## config.mk

```make
export PLATFORM = sky130hd
export DESIGN_NAME = addcell_seq
export DESIGN_NICKNAME = d
export VERILOG_FILES = /design/src/rtl/as_seq_pkg.sv /design/src/rtl/as_cin_catch.sv /design/src/rtl/as_ovf_track.sv /design/src/rtl/as_read_count.sv /design/src/rtl/addcell_seq.sv
export SDC_FILE = /design/constraint.sdc
export NUM_CORES = 1
export LEC_CHECK = 0
export ABC_AREA = 1
export BUFFER_PORTS_ARGS = -buffer_cell sky130_fd_sc_hd__buf_2
export CAP_MARGIN = 5
export CORE_MARGIN = 4
export CORE_UTILIZATION = 56
export CTS_CLUSTER_DIAMETER = 50
export CTS_CLUSTER_SIZE = 24
export DETAILED_ROUTE_END_ITERATION = 8
export GPL_TIMING_DRIVEN = 0
export PLACE_DENSITY_LB_ADDON = 0.2
export SYNTH_ARGS = -nofsm -noshare
export SYNTH_HDL_FRONTEND = slang
export SYNTH_SLANG_ARGS = --single-unit
```

## constraint.sdc

```tcl
create_clock -name clk -period 3.2 [get_ports clk]
set_clock_uncertainty 0.05 [all_clocks]
set_input_delay 0.64 -clock clk [delete_from_list [all_inputs] [get_ports clk]]
set_output_delay 0.64 -clock clk [all_outputs]
set_load 0.01 [all_outputs]
```

## src/rtl/as_seq_pkg.sv

```systemverilog
package as_seq_pkg;
  typedef enum logic [3:0] {
    S_IDLE, S_CAL, S_CLR, S_WR_A, S_WR_B, S_CARRY,
    S_COPY, S_CLR_B, S_RD_STEP, S_RD_WAIT, S_DONE
  } seq_state_t;
endpackage

```

## src/rtl/as_cin_catch.sv

```systemverilog
module as_cin_catch (
  input  logic clk,
  input  logic rst_n,
  input  logic cin_pulse,
  input  logic take,
  output logic have
);
  logic held_q;

  // A pulse in the decision cycle itself still counts for this addition.
  assign have = held_q | cin_pulse;

  always_ff @(posedge clk or negedge rst_n) begin
    if (!rst_n)      held_q <= 1'b0;
    else if (take)   held_q <= 1'b0;
    else if (cin_pulse) held_q <= 1'b1;
  end


  cin_hold_chk: assert property (@(posedge clk) disable iff (!rst_n)
    (cin_pulse && !take) |=> have);
endmodule

```

## src/rtl/as_ovf_track.sv

```systemverilog
module as_ovf_track (
  input  logic clk,
  input  logic rst_n,
  input  logic arm,
  input  logic window,
  input  logic spike,
  output logic ovf,
  output logic cout_pulse,
  output logic dis_pulse
);
  logic fire;
  assign fire = window && spike && !ovf;

  always_ff @(posedge clk or negedge rst_n) begin
    if (!rst_n) begin
      ovf        <= 1'b0;
      cout_pulse <= 1'b0;
      dis_pulse  <= 1'b0;
    end else begin
      cout_pulse <= fire;
      dis_pulse  <= fire;
      if (arm)       ovf <= 1'b0;
      else if (fire) ovf <= 1'b1;
    end
  end


  one_cout_chk: assert property (@(posedge clk) disable iff (!rst_n)
    cout_pulse |-> $rose(ovf));

  steer_sticky_chk: assert property (@(posedge clk) disable iff (!rst_n)
    (ovf && !arm) |=> ovf);
endmodule

```

## src/rtl/as_read_count.sv

```systemverilog
module as_read_count #(
  parameter int W = 4
) (
  input  logic         clk,
  input  logic         rst_n,
  input  logic         clr,
  input  logic         tick,
  output logic [W-1:0] count,
  output logic         last
);
  localparam logic [W-1:0] CMAX  = '1;
  localparam int           LIMIT = 1 << W;

  logic [W:0] steps;

  always_ff @(posedge clk or negedge rst_n) begin
    if (!rst_n) begin
      count <= '0;
      steps <= '0;
    end else if (clr) begin
      count <= '0;
      steps <= '0;
    end else if (tick) begin
      steps <= steps + 1'b1;
      if (count != CMAX) count <= count + 1'b1;
    end
  end

  assign last = (steps == (W+1)'(LIMIT - 1));


  sat_hold_chk: assert property (@(posedge clk) disable iff (!rst_n)
    (tick && !clr && count == CMAX) |=> count == CMAX);
endmodule

```

## src/rtl/addcell_seq.sv

```systemverilog
module addcell_seq #(
  parameter int W = 4
) (
  input  logic         clk,
  input  logic         rst_n,
  input  logic         op_valid,
  output logic         op_ready,
  input  logic [W-1:0] op_a,
  input  logic [W-1:0] op_b,
  input  logic         cin_pulse,
  output logic         sum_valid,
  input  logic         sum_ready,
  output logic [W-1:0] sum_data,
  output logic         sum_cout,
  output logic         sum_err,
  output logic         cout_pulse,
  output logic         cal_req,
  input  logic         cal_done,
  output logic         dac_req,
  input  logic         dac_ack,
  output logic [W-1:0] dac_code,
  output logic         steer_b,
  output logic         dis_a,
  output logic         dis_b,
  output logic         copy_req,
  input  logic         copy_ack,
  output logic         cmp_sel,
  output logic         lsb_step,
  input  logic         cmp_spike
);
  import as_seq_pkg::*;

  localparam logic [W-1:0] ONE_UNIT = W'(1);

  seq_state_t st, st_nx;
  logic [W-1:0] a_q, b_q;
  logic err_q;
  logic accept, cin_take, cin_have, ovf_dis, rd_tick, rd_last;

  assign accept   = (st == S_IDLE) && op_valid;
  assign cin_take = (st == S_WR_B) && dac_ack;
  assign rd_tick  = (st == S_RD_WAIT) && !cmp_spike;

  as_cin_catch u_cin (
    .clk(clk), .rst_n(rst_n), .cin_pulse(cin_pulse),
    .take(cin_take), .have(cin_have)
  );

  as_ovf_track u_ovf (
    .clk(clk), .rst_n(rst_n), .arm(accept),
    .window(st == S_WR_A || st == S_WR_B || st == S_CARRY),
    .spike(cmp_spike), .ovf(steer_b), .cout_pulse(cout_pulse),
    .dis_pulse(ovf_dis)
  );

  as_read_count #(.W(W)) u_rd (
    .clk(clk), .rst_n(rst_n), .clr(accept), .tick(rd_tick),
    .count(sum_data), .last(rd_last)
  );

  always_comb begin
    st_nx = st;
    unique case (st)
      S_IDLE:    if (op_valid) st_nx = S_CAL;
      S_CAL:     if (cal_done) st_nx = S_CLR;
      S_CLR:     st_nx = S_WR_A;
      S_WR_A:    if (dac_ack) st_nx = S_WR_B;
      S_WR_B:    if (dac_ack) st_nx = cin_have ? S_CARRY : S_COPY;
      S_CARRY:   if (dac_ack) st_nx = S_COPY;
      S_COPY:    if (copy_ack) st_nx = S_CLR_B;
      S_CLR_B:   st_nx = S_RD_STEP;
      S_RD_STEP: st_nx = S_RD_WAIT;
      S_RD_WAIT: if (cmp_spike || rd_last) st_nx = S_DONE;
                 else st_nx = S_RD_STEP;
      S_DONE:    if (sum_ready) st_nx = S_IDLE;
      default:   st_nx = S_IDLE;
    endcase
  end

  always_ff @(posedge clk or negedge rst_n) begin
    if (!rst_n) begin
      st    <= S_IDLE;
      a_q   <= '0;
      b_q   <= '0;
      err_q <= 1'b0;
    end else begin
      st <= st_nx;
      if (accept) begin
        a_q   <= op_a;
        b_q   <= op_b;
        err_q <= 1'b0;
      end else if (st == S_RD_WAIT && !cmp_spike && rd_last) begin
        err_q <= 1'b1;
      end
    end
  end

  always_comb begin
    unique case (st)
      S_WR_A:  dac_code = a_q;
      S_WR_B:  dac_code = b_q;
      S_CARRY: dac_code = ONE_UNIT;
      default: dac_code = '0;
    endcase
  end

  assign op_ready  = (st == S_IDLE);
  assign cal_req   = (st == S_CAL);
  assign dac_req   = (st == S_WR_A) || (st == S_WR_B) || (st == S_CARRY);
  assign dis_a     = (st == S_CLR) || ovf_dis;
  assign dis_b     = (st == S_CLR) || (st == S_CLR_B);
  assign copy_req  = (st == S_COPY);
  assign cmp_sel   = (st == S_RD_STEP) || (st == S_RD_WAIT);
  assign lsb_step  = (st == S_RD_STEP);
  assign sum_valid = (st == S_DONE);
  assign sum_cout  = steer_b;
  assign sum_err   = err_q;


  dac_hold_chk: assert property (@(posedge clk) disable iff (!rst_n)
    (dac_req && !dac_ack) |=> (dac_req && $stable(dac_code)));

  out_hold_chk: assert property (@(posedge clk) disable iff (!rst_n)
    (sum_valid && !sum_ready) |=>
      (sum_valid && $stable(sum_data) && $stable(sum_cout) && $stable(sum_err)));

  sel_read_chk: assert property (@(posedge clk) disable iff (!rst_n)
    lsb_step |-> cmp_sel);

  sel_write_chk: assert property (@(posedge clk) disable iff (!rst_n)
    dac_req |-> !cmp_sel);

  busy_ready_chk: assert property (@(posedge clk) disable iff (!rst_n)
    sum_valid |-> !op_ready);

  no_cout_read_chk: assert property (@(posedge clk) disable iff (!rst_n)
    lsb_step |-> !cout_pulse);
endmodule

```

Word-level counts from Yosys, hierarchy flattened
Cells that the tools add are included.
- mux-type cells: 22
- bitwise logic cells: 1
- reductions and logical operators: 22
- equal/unequal tests: 19
- add/sub/neg operators: 2
- operators by type and width (operator ; number):
    4-bit case mux with 11 select lines ; 1
    4-bit two-way mux ; 10
    4-bit by 3-bit == test with 1-bit output (second input constant) ; 4
    4-bit == test (second input constant) ; 3
    4-bit case mux with 3 select lines ; 1
    5-bit two-way mux ; 2
    2-bit nonzero test ; 5
    4-bit by 2-bit == test with 1-bit output (second input constant) ; 2
    2-bit inequality test (second input constant) ; 4
    7-bit AND reduction ; 1
    1-bit logical AND ; 6
    1-bit logical OR ; 6
    1-bit two-way mux ; 6
    2-bit by 1-bit inequality test with 1-bit output (second input constant) ; 3
    5-bit by 1-bit adder with 5-bit output (second input constant) ; 1
    5-bit by 4-bit == test with 1-bit output (second input constant) ; 1
    4-bit by 1-bit adder with 4-bit output (second input constant) ; 1
    4-bit by 1-bit == test with 1-bit output (second input constant) ; 1
    4-bit zero test ; 1
    2-bit two-way mux ; 2
    4-bit inequality test (second input constant) ; 1
    1-bit zero test ; 2
    2-bit AND reduction ; 1
    1-bit OR ; 1
- logic and storage cells: 75
- input port bits: 17
- flip-flop bits (word level): 25
- output and inout bits: 21

Depth between registers and ports, before layout
Gate-level depths: netlist (run 1).
- depth in word-level cells: 7
- mapped depth: 9
- gate-level depth less buffers: 9

Cells and area by module
Synthesis (run 1) repeated with hierarchy kept, for this count alone.
- cell total of the unflattened synthesis: 191
- area total of the unflattened synthesis: 1486.4 um^2
- by module, submodules not included (module ; cells each ; sequential area each (um^2) ; instances ; area each (um^2)):
    addcell_seq ; 117 ; 325.3 ; 1 ; 898.4
    as_read_count ; 63 ; 225.2 ; 1 ; 471.7
    as_ovf_track ; 7 ; 50.0 ; 1 ; 77.6
    as_cin_catch ; 4 ; 25.0 ; 1 ; 38.8

Worst setup path after synthesis (run 1)
No wires, ideal clock.
- kind: register -> output
- from: register st[0]
- to: output port dac_code[1]
- required time: 2510 ps
- data arrival time: 1078 ps
- path buffers: 1
- cell stages (with the launch flop): 6
- path slack: 1432 ps
- cell sequence: dfrtp_1 > buf_2 > nor2_2 > inv_2 > nor2_1 > a32o_1
- cells in the longest elaborated chain, start to end: 2
- elaborated cells between the ends (all ways): 4
- classes of those cells: eq/ne (3); mux (1)
- RTL lines (element ; RTL line ; text):
    from (decl) ; addcell_seq.sv:35 ; seq_state_t st, st_nx;
    from (signal assigned) ; addcell_seq.sv:87 ; st <= st_nx;
    4-bit by 3-bit == test with 1-bit output or 4-bit by 2-bit == test with 1-bit output (tied branches) ; addcell_seq.sv:99 ; unique case (st)
    4-bit case mux with 3 select lines (*) ; addcell_seq.sv:99 ;
    to (decl) ; addcell_seq.sv:21 ; output logic [W-1:0] dac_code,
Every way passes the cells marked *; elsewhere a longest branch is shown, timed or not.

Final worst setup path (run 1)
- from: register st[0]
- to: output port dac_code[2]
Same word-level chain as after synthesis.

==> metrics.cfg, run 1 <==
[timing]
fin_ws_ns=0.819
setup_viol=0
maxSlewHeadroom=0.636
drv_slew=0
worst_pin_slew_ns=0.547
fin_crit_sh=0.744
post-route-min-period_ns=2.38
finalHoldViolations=0
fin_tns_setup_ns=0
timing.fmax_ghz=0.420
rsz0062_at_grt=false

[worst_setup_path]
startpoint_type=flop
cp-end-kind=output pin
worst-setup-path-type=flop to output pin
cp.arrival_ns=1.69
cp.required_ns=2.51
worstPathMaxFanout=8

[synthesis]
synth_fp_nets=204
synth.area.top_cells=dfrtp_1, nand2_1, nand3_1, nand2_2, nor2_1
async_flop_share=1.00
synth_warnings=0
avgSynthCellArea_um2=7.79
synth_cell_type_count=24
synth_top_area_cell=dfrtp_1
synth_edf_count=0
synth_seq_cells=25
post-synth-top-area-fraction=0.437
ys_seq_area_frac=0.437
synthMostInstantiatedCell=nand2_1
netlist_instances=184
syn_area_mm2=0.00143
synthTopCellsByCount=nand2_1, dfrtp_1, nand3_1, nor2_1, inv_1
synth_ff_type=dfrtp_1

[floorplanning]
ios=38
rows=18
die_area_mm2=0.00343
die_h_um=58.6
die_w_um=58.6
start_util=0.584
core_mm2=0.00245

[clock_network]
cts_tree=done
insertion_delay_ns=0.31
clockRootBuffer=clkbuf_4
post_cts_resized=0
cts_buffers=3
clock_sinks=25
clk_transition_reported_paths_ns=0.14
post-cts-setup-buffer-count=0
ctsHoldBuffers=0
cts_buffer_depth=2
cts-htree-levels=1

[grt]
grt_pass1_wl_mm=5.06
overflow=0
grt.total_usage=0.190
grt_max_degree=26
grt_antenna_before_repair=0
grt_pass1_vias=1182

[finish]
nNetsFinal=246
drive_gt1_frac=0.329
num_antenna_cells=0
fillers=209
area_growth_pct=17.5

[route]
drt_iter0_drc=75
via_per_inst=5.03
wl_per_cell_um=11.7
wl_mm=2.97
drc_errors=0
firstDrtPassIters=5
via_count=1282
antenna_left=0

[power_and_ir_drop]
p_per_area_mw_per_mm2=826
p_leak_nw=0.980
ir_worst_vdd_mv=0.545

[placement]
gp_congestion=0.889
dp_hpwl_mm=2.32
place_ws_ns=1.20
portBuffers=37

[status]
status=complete, no violations

[run]
cap_viol_max_count=0

[worst_hold_path]
hold_class=input pin to asynchronous set/reset pin

==> path summary, 6_finish.rpt <==
check	startpoint	to	slack (ns)	cells past startpoint
setup / recovery	st[0]	dac_code[2]	0.82	6
hold / removal	rst_n	u_ovf.cout_pulse	0.23	1
setup reg to reg	u_rd.steps[0]	st[1]	1.55	9
hold reg to reg	u_ovf.ovf	u_ovf.cout_pulse	0.43	1
max in group asynchronous	rst_n	a_q[3]	2.49	1
min in group clk	u_ovf.ovf	u_ovf.cout_pulse	0.43	1
==> cell usage in the layout (no fill, tap or decap) <==
| cell type | synthesis | final |
|---|---|---|
| xor2_1 | 3 | 3 |
| clkbuf_4 | 0 | 3 |
| dfrtp_1 | 25 | 25 |
| nand2_1 | 50 | 50 |
| nand2_2 | 11 | 11 |
| nand3_1 | 17 | 17 |
| buf_4 | 2 | 2 |
| o22ai_1 | 1 | 1 |
| o21ai_2 | 1 | 1 |
| ha_1 | 3 | 3 |
| clkinv_2 | 0 | 1 |
| a32o_1 | 3 | 3 |
| inv_2 | 7 | 7 |
| o21ai_1 | 3 | 3 |
| o21ai_0 | 6 | 6 |
| inv_1 | 16 | 16 |
| nor2_4 | 3 | 3 |
| a21oi_1 | 4 | 4 |
| nor3_1 | 2 | 2 |
| nor2_2 | 3 | 3 |
| nand3b_1 | 1 | 1 |
| nor2_1 | 17 | 17 |
| buf_2 | 1 | 38 |
| buf_6 | 2 | 2 |
| nand2_4 | 2 | 2 |
| or2_2 | 1 | 1 |
==> power by group <==
group | internal (mW) | switching (mW)
Sequential | 0.416 | 0.0753
Clock | 0.0467 | 0.0912
Combinational | 0.282 | 0.479
Total | 0.745 | 0.646
==> registers in the layout, summed over array words and instances, names as in the netlist <==
signal / count
u_ovf.ovf: 1
u_cin.held_q: 1
st: 4
a_q: 4
b_q: 4
u_rd.steps: 5
u_rd.count: 4
sum_err: 1
u_ovf.cout_pulse: 1
==> metal layers <==
metal,global-route usage,wire (µm)
met4,0.0841,37
met1,0.255,1360
met2,0.311,1330
met5,0,0
met3,0.0219,241
==> final cells by class <==
type / count / area (µm²) / area share
multi-input cells: 131 / 678 / 0.403
flip-flops and latches: 25 / 626 / 0.372
repair buffers: 37 / 185 / 0.110
inverters: 23 / 86.3 / 0.0513
plain buffers: 5 / 42.5 / 0.0253
well taps: 30 / 37.5 / 0.0223
clock buffers: 3 / 22.5 / 0.0134
clock inverters: 1 / 5.00 / 0.00297
==> kinds of logic (layout without fill, tap and decap cells) <==
group	after synthesis	count (layout)	synth area share
flops	25	25	0.437
simple gates	107	107	0.352
xor+xnor	3	3	0.0183
compound gates	18	18	0.0769
fa+ha+maj	3	3	0.0262
buf+inv	28	69	0.0900
==> metrics by stage <==
stage	utilization	std cells	total power [mW]	hold slack [ns]	area [µm²]
6_report	0.686	255	1.39	0.233	1680
5_1_grt	0.686	255	1.52	0.251	1680
4_1_cts	0.686	255	1.40	0.241	1680
3_5_place_dp	0.674	251	1.26	0.415	1660
3_3_place_gp	0.674	251	1.23	0.401	1660
2_1_floorplan	-	184	1.04	0.294	1430
==> worst max-delay path: stages, from the launching register on <==
cell     delay (ns)
dfrtp_1        0.37
buf_2          0.17
nor2_2         0.17
inv_2          0.08
nor2_1         0.27
a32o_1         0.18
buf_2          0.13
Power figures use the tool's default switching activity.
==> run 2: changes to the inputs <==
CORE_UTILIZATION = 47   (was 56)
clock period = 2 ns   (was 3.2 ns; I/O delays follow)
==> run 2 against run 1 <==
Compared with the run above: the run now ends with hold timing left; power up 68%; core utilization down 7.3 points; wire length down 1.9%; flip-flop and latch count unchanged; clock-buffer cell count up 1; hold slack worse by 0.24 ns; combinational power up 73%; die area up 16%; setup slack worse by 0.74 ns; sequential power up 61%; critical path depth unchanged; register-to-register slack worse by 1.2 ns.
==> metrics.cfg, run 2 (synthesized netlist as in run 1, its figures left out) <==
[route]
firstDrtPassIters=4  ; -1
dr_wl_met2_mm=1.25  ; -6.1%
via_count=1305  ; +1.8%
via_per_inst=5.06  ; +0.61%
antenna_left=0  ; unchanged
wl_per_cell_um=11.3  ; -3.1%
drc_errors=0  ; unchanged
wl_met1_mm=1.41  ; +3.6%
wl_mm=2.91  ; -1.9%
drt_iter0_drc=50  ; -33%
dr_wl_met3_um=212  ; -12%
top_layer_used=met4

[worst_setup_path]
worst-setup-path-type=flop to output pin
crit_slowest_cell=dfrtp_1
critPathMostFrequentCell=nor2_4
worstPathMaxFanout=8  ; unchanged
crit_family=flip-flops
max_stage_delay_ns=0.40  ; +0.03 ns
critical_path_buf_inv_count=3  ; unchanged
cp.arrival_ns=1.47  ; -0.22 ns
cp-end-kind=output pin
worstPathCellList=buf_6 > nor2_4 > inv_4 > nor2_4 > a32o_1 > buf_2
cp.required_ns=1.55  ; -0.96 ns
startpoint_type=flop

[clock_network]
cts_buffers=3  ; unchanged
clk_transition_reported_paths_ns=0.14  ; about the same
clockRootBuffer=clkbuf_4
cts_buffer_depth=2  ; unchanged
cts-htree-levels=1  ; unchanged
clock_sinks=25  ; unchanged
insertion_delay_ns=0.32  ; about the same
ctsHoldBuffers=0  ; unchanged
cts_tree=done

[finish]
area_growth_pct=21.0
num_antenna_cells=0  ; unchanged
largest_reg_flops=5  ; unchanged
fillers=283  ; +35%
top_register=u_rd.steps
final_cell_mix=nand2_1, buf_2, dfrtp_1
multiInputGateArea_um2=698  ; +3.0%
drive_gt1_frac=0.352  ; +0.0235
final_design_area_no_fill_mm2=0.00173  ; +3.0%
seq_area_um2=628  ; +0.40%
stdcell_count=258  ; +1.2%
fin_util=0.613  ; -0.0730
layout_commonest_cell=nand2_1
nNetsFinal=248  ; +0.81%

[timing]
setup_viol=0  ; unchanged
fin_tns_setup_ns=0  ; unchanged
fin_crit_sh=0.959
worst_pin_slew_ns=0.546  ; -0.00113 ns
hold_slack_ns=-0.00406  ; -0.237 ns
rsz0062_at_grt=true
finalHoldViolations=13  ; +13
post-route-min-period_ns=1.92
timing.fmax_ghz=0.522
drv_slew=0  ; unchanged
maxSlewHeadroom=0.636  ; +0.000754

[floorplanning]
die_area_mm2=0.00400  ; +16%
rows=19  ; +1
die_h_um=63.2  ; +7.9%
die_w_um=63.2  ; +7.9%
core_mm2=0.00283  ; +15%
start_util=0.506  ; -0.0772
ios=38  ; unchanged

[grt]
overflow=0  ; unchanged
grt_pass1_vias=1152  ; -2.5%
grt_max_degree=26  ; unchanged
grt_pass1_wl_mm=5.03  ; -0.53%
grt_antenna_before_repair=0  ; unchanged
grt.total_usage=0.154  ; -0.0368

[placement]
dp.cells=252  ; +0.40%
portBuffers=37  ; unchanged
placed_cell_area_mm2=0.00166  ; about the same
gp_congestion=0.932  ; +4.8%
dp_hpwl_mm=2.30  ; -0.76%

[power_and_ir_drop]
p_total_mw=2.34  ; +68%
p_leak_nw=0.988  ; +0.75%
p_per_area_mw_per_mm2=1350  ; +63%
ir_worst_vdd_mv=0.679  ; +25%

[run]
cap_viol_max_count=0  ; unchanged

[status]
status=finished with violations
violations=hold timing

[worst_hold_path]
hold_class=input pin to asynchronous set/reset pin

-- run 2: cell count changes in the layout (fill, tap and decap cells not counted), moves of 2 or more --
cell | previous run | this run
buf_6 | 2 | 4
dfrtp_2 | 0 | 2
dfrtp_1 | 25 | 23
nor2_1 | 17 | 15
nor2_4 | 3 | 6
-- run 2: cell type report --
type | count | share of cell area
buffer | 5 | 0.0303
sequential | 25 | 0.362
timing repair buffer | 39 | 0.116
tap | 31 | 0.0224
multi-input combinational | 131 | 0.403
clock buffer | 4 | 0.0152
inverter | 23 | 0.0513
-- run 2: report_power, final --
part | total [mW] | switching, mW | internal [mW]
Clock | 0.225 | 0.147 | 0.0780
Combinational | 1.32 | 0.803 | 0.515
Sequential | 0.792 | 0.123 | 0.670
Total | 2.34 | 1.07 | 1.26
-- run 2: path summary, 6_finish.rpt --
kind | from | endpoint | slack (ns) | depth (start not counted)
worst max-delay path | st[1] | dac_code[1] | 0.08 | 6
min in group clk | op_b[3] | b_q[3] | 0.21 | 3
worst min-delay path | rst_n | b_q[0] | -0.004 | 1
worst min register to register | u_ovf.ovf | u_ovf.cout_pulse | 0.42 | 1
max in group asynchronous | rst_n | st[3] | 1.52 | 1
worst max register to register | u_rd.steps[0] | st[1] | 0.36 | 9
-- run 2: what timing repair did --
item,CTS,global route
gates resized for setup,3,11
pin swaps,0,3
endpoints found under the setup margin,4,8
setup buffers,0,2
-- run 2: per-stage QoR --
step / setup WS [ns] / hold WS [ns]
6_report: 0.0827 / -0.00406
5_1_grt: -0.0189 / 0.0253
4_1_cts: 0.0191 / 0.0166
3_5_place_dp: 0.244 / 0.383
3_3_place_gp: 0.222 / 0.378
2_1_floorplan: 0.466 / 0.0544
-- run 2: routing by layer --
metal | global-route usage | vias up
met2 | 0.238 | 40
met3 | 0.0337 | 5
met4 | 0.0566 | 0
li1 | - | 664
met1 | 0.210 | 596
met5 | 0 | -
==> run 3: changes to the inputs <==
HOLD_SLACK_MARGIN = 0.06   (was unset)
==> run 3 against run 2 <==
Compared with the run above: the flow now finishes without violations; combinational power about the same; critical path depth unchanged; sequential power is essentially flat; final area is 0.58% higher; first-iteration DRC count fell by 2.0%; critical endpoint unchanged; largest cell class unchanged; highest routed layer unchanged.
==> metrics.cfg, run 3 (synthesized netlist as in run 1, its figures left out) <==
[power_and_ir_drop]
ir_worst_vdd_mv=0.674  ; -0.73%
p_per_area_mw_per_mm2=1340  ; -0.56%
p_total_mw=2.34  ; about the same
p_leak_nw=0.992  ; +0.42%

[floorplanning]
die_w_um=63.2  ; unchanged
ios=38  ; unchanged
core_mm2=0.00283  ; unchanged
start_util=0.506  ; unchanged
rows=19  ; unchanged
die_h_um=63.2  ; unchanged
die_area_mm2=0.00400  ; unchanged

[timing]
worst_pin_slew_ns=0.547  ; +0.00186 ns
maxSlewHeadroom=0.635  ; -0.00124
post-route-min-period_ns=1.91  ; -0.00325 ns
drv_slew=0  ; unchanged
rsz0062_at_grt=true
finalHoldViolations=0  ; -13
timing.fmax_ghz=0.522  ; +0.17%
setup_viol=0  ; unchanged
fin_crit_sh=0.957  ; -0.00162

[placement]
dp_hpwl_mm=2.30  ; unchanged
portBuffers=37  ; unchanged
gp_congestion=0.932  ; unchanged

[finish]
final_cell_mix=nand2_1, buf_2, dfrtp_1
num_antenna_cells=0  ; unchanged
fin_util=0.616  ; +0.00354
top_register=u_rd.steps
largest_reg_flops=5  ; unchanged
area_growth_pct=21.7
nNetsFinal=249  ; +0.40%
drive_gt1_frac=0.351  ; -0.00155
layout_commonest_cell=nand2_1

[worst_setup_path]
startpoint_type=flop
r2r_end=st[1]
cp-end-kind=output pin
worstPathMaxFanout=8  ; unchanged
r2r-start=u_rd.steps[0]
worst-setup-path-type=flop to output pin
cp.arrival_ns=1.46  ; about the same
r2r_setup_slack_ns=0.36  ; about the same
cp.required_ns=1.55  ; about the same
reg2reg_depth=9  ; unchanged

[grt]
grt_max_degree=26  ; unchanged
grt_antenna_before_repair=0  ; unchanged
overflow=0  ; unchanged
grt_pass1_vias=1152  ; unchanged
grt.total_usage=0.154  ; unchanged
grt_pass1_wl_mm=5.03  ; unchanged

[route]
drc_errors=0  ; unchanged
wl_per_cell_um=11.3  ; -0.15%
antenna_left=0  ; unchanged
drt_iter0_drc=49  ; -2.0%
firstDrtPassIters=4  ; unchanged
via_count=1312  ; +0.54%
via_per_inst=5.07  ; +0.15%
wl_mm=2.92  ; +0.24%

[clock_network]
clock_sinks=25  ; unchanged
cts_buffer_depth=2  ; unchanged
clk_transition_reported_paths_ns=0.13  ; about the same
clockRootBuffer=clkbuf_4
cts_buffers=3  ; unchanged
insertion_delay_ns=0.32  ; about the same
cts_tree=done
cts-htree-levels=1  ; unchanged

[run]
cap_viol_max_count=0  ; unchanged

[worst_hold_path]
hold_end=b_q[3]
hold_class=input pin to flop
whs_path_depth=3
hold_path_startpoint=op_b[3]

[status]
status=complete, no violations

[run 3: routing by layer]
metal	GRT usage	vias up	share of wire
li1	-	666	-
met1	0.211	601	0.48
met2	0.238	40	0.43
met3	0.0320	5	0.072
met4	0.0566	0	0.014
met5	0	-	0
[run 3: per-stage QoR]
step	setup slack (ns)	hold WS [ns]	std cells	area (µm²)	setup TNS [ns]
after floorplan	0.466	0.0544	184	1430	0
after global placement	0.222	0.378	252	1660	0
after detailed placement	0.244	0.383	252	1660	0
after CTS	0.0191	0.205	257	1700	0
after global routing	-0.0189	0.191	259	1740	-0.0423
final	0.0859	0.215	259	1740	0
[run 3: where the power goes]
group / leakage, nW / internal [mW] / switching (mW)
Combinational: 0.655 / 0.517 / 0.804
Sequential: 0.322 / 0.670 / 0.123
Clock: 0.0150 / 0.0780 / 0.145
Total: 0.992 / 1.26 / 1.07
[run 3: critical path, cell delays in order (launching register included)]
cell and delay, ns:
dfrtp_1 0.40, buf_6 0.14, nor2_4 0.14, inv_4 0.05
nor2_4 0.15, a32o_1 0.14, buf_2 0.13
[run 3: worst max path at each step]
stage | slack (ns) | endpoint | cells after the start | start
after CTS | 0.02 | dac_code[1] | 6 | st[0]
after global placement | 0.22 | dac_code[3] | 6 | st[0]
after detailed placement | 0.24 | dac_code[1] | 6 | st[0]
after global routing | -0.02 | dac_code[1] | 6 | st[1]
final | 0.09 | dac_code[1] | 6 | st[1]
after floorplan | 0.47 | st[1] | 9 | u_rd.steps[0]
[run 3: cell type report]
class,count,area [µm²]
clock buffer,4,26.3
timing repair buffer,40,210
inverter,23,88.8
sequential,25,628
tap,31,38.8
buffer,5,52.6
multi-input combinational,131,698
fill,282,1090
[run 3: repair_timing]
item                       4_1_cts  5_1_grt
pin swaps                        0        3
cloned                           0        0
hold endpoints to repair        25        0
setup endpoints to repair        4        8
hold buffers                     1        0
resized for setup                3       11
buffers inserted                 0        2
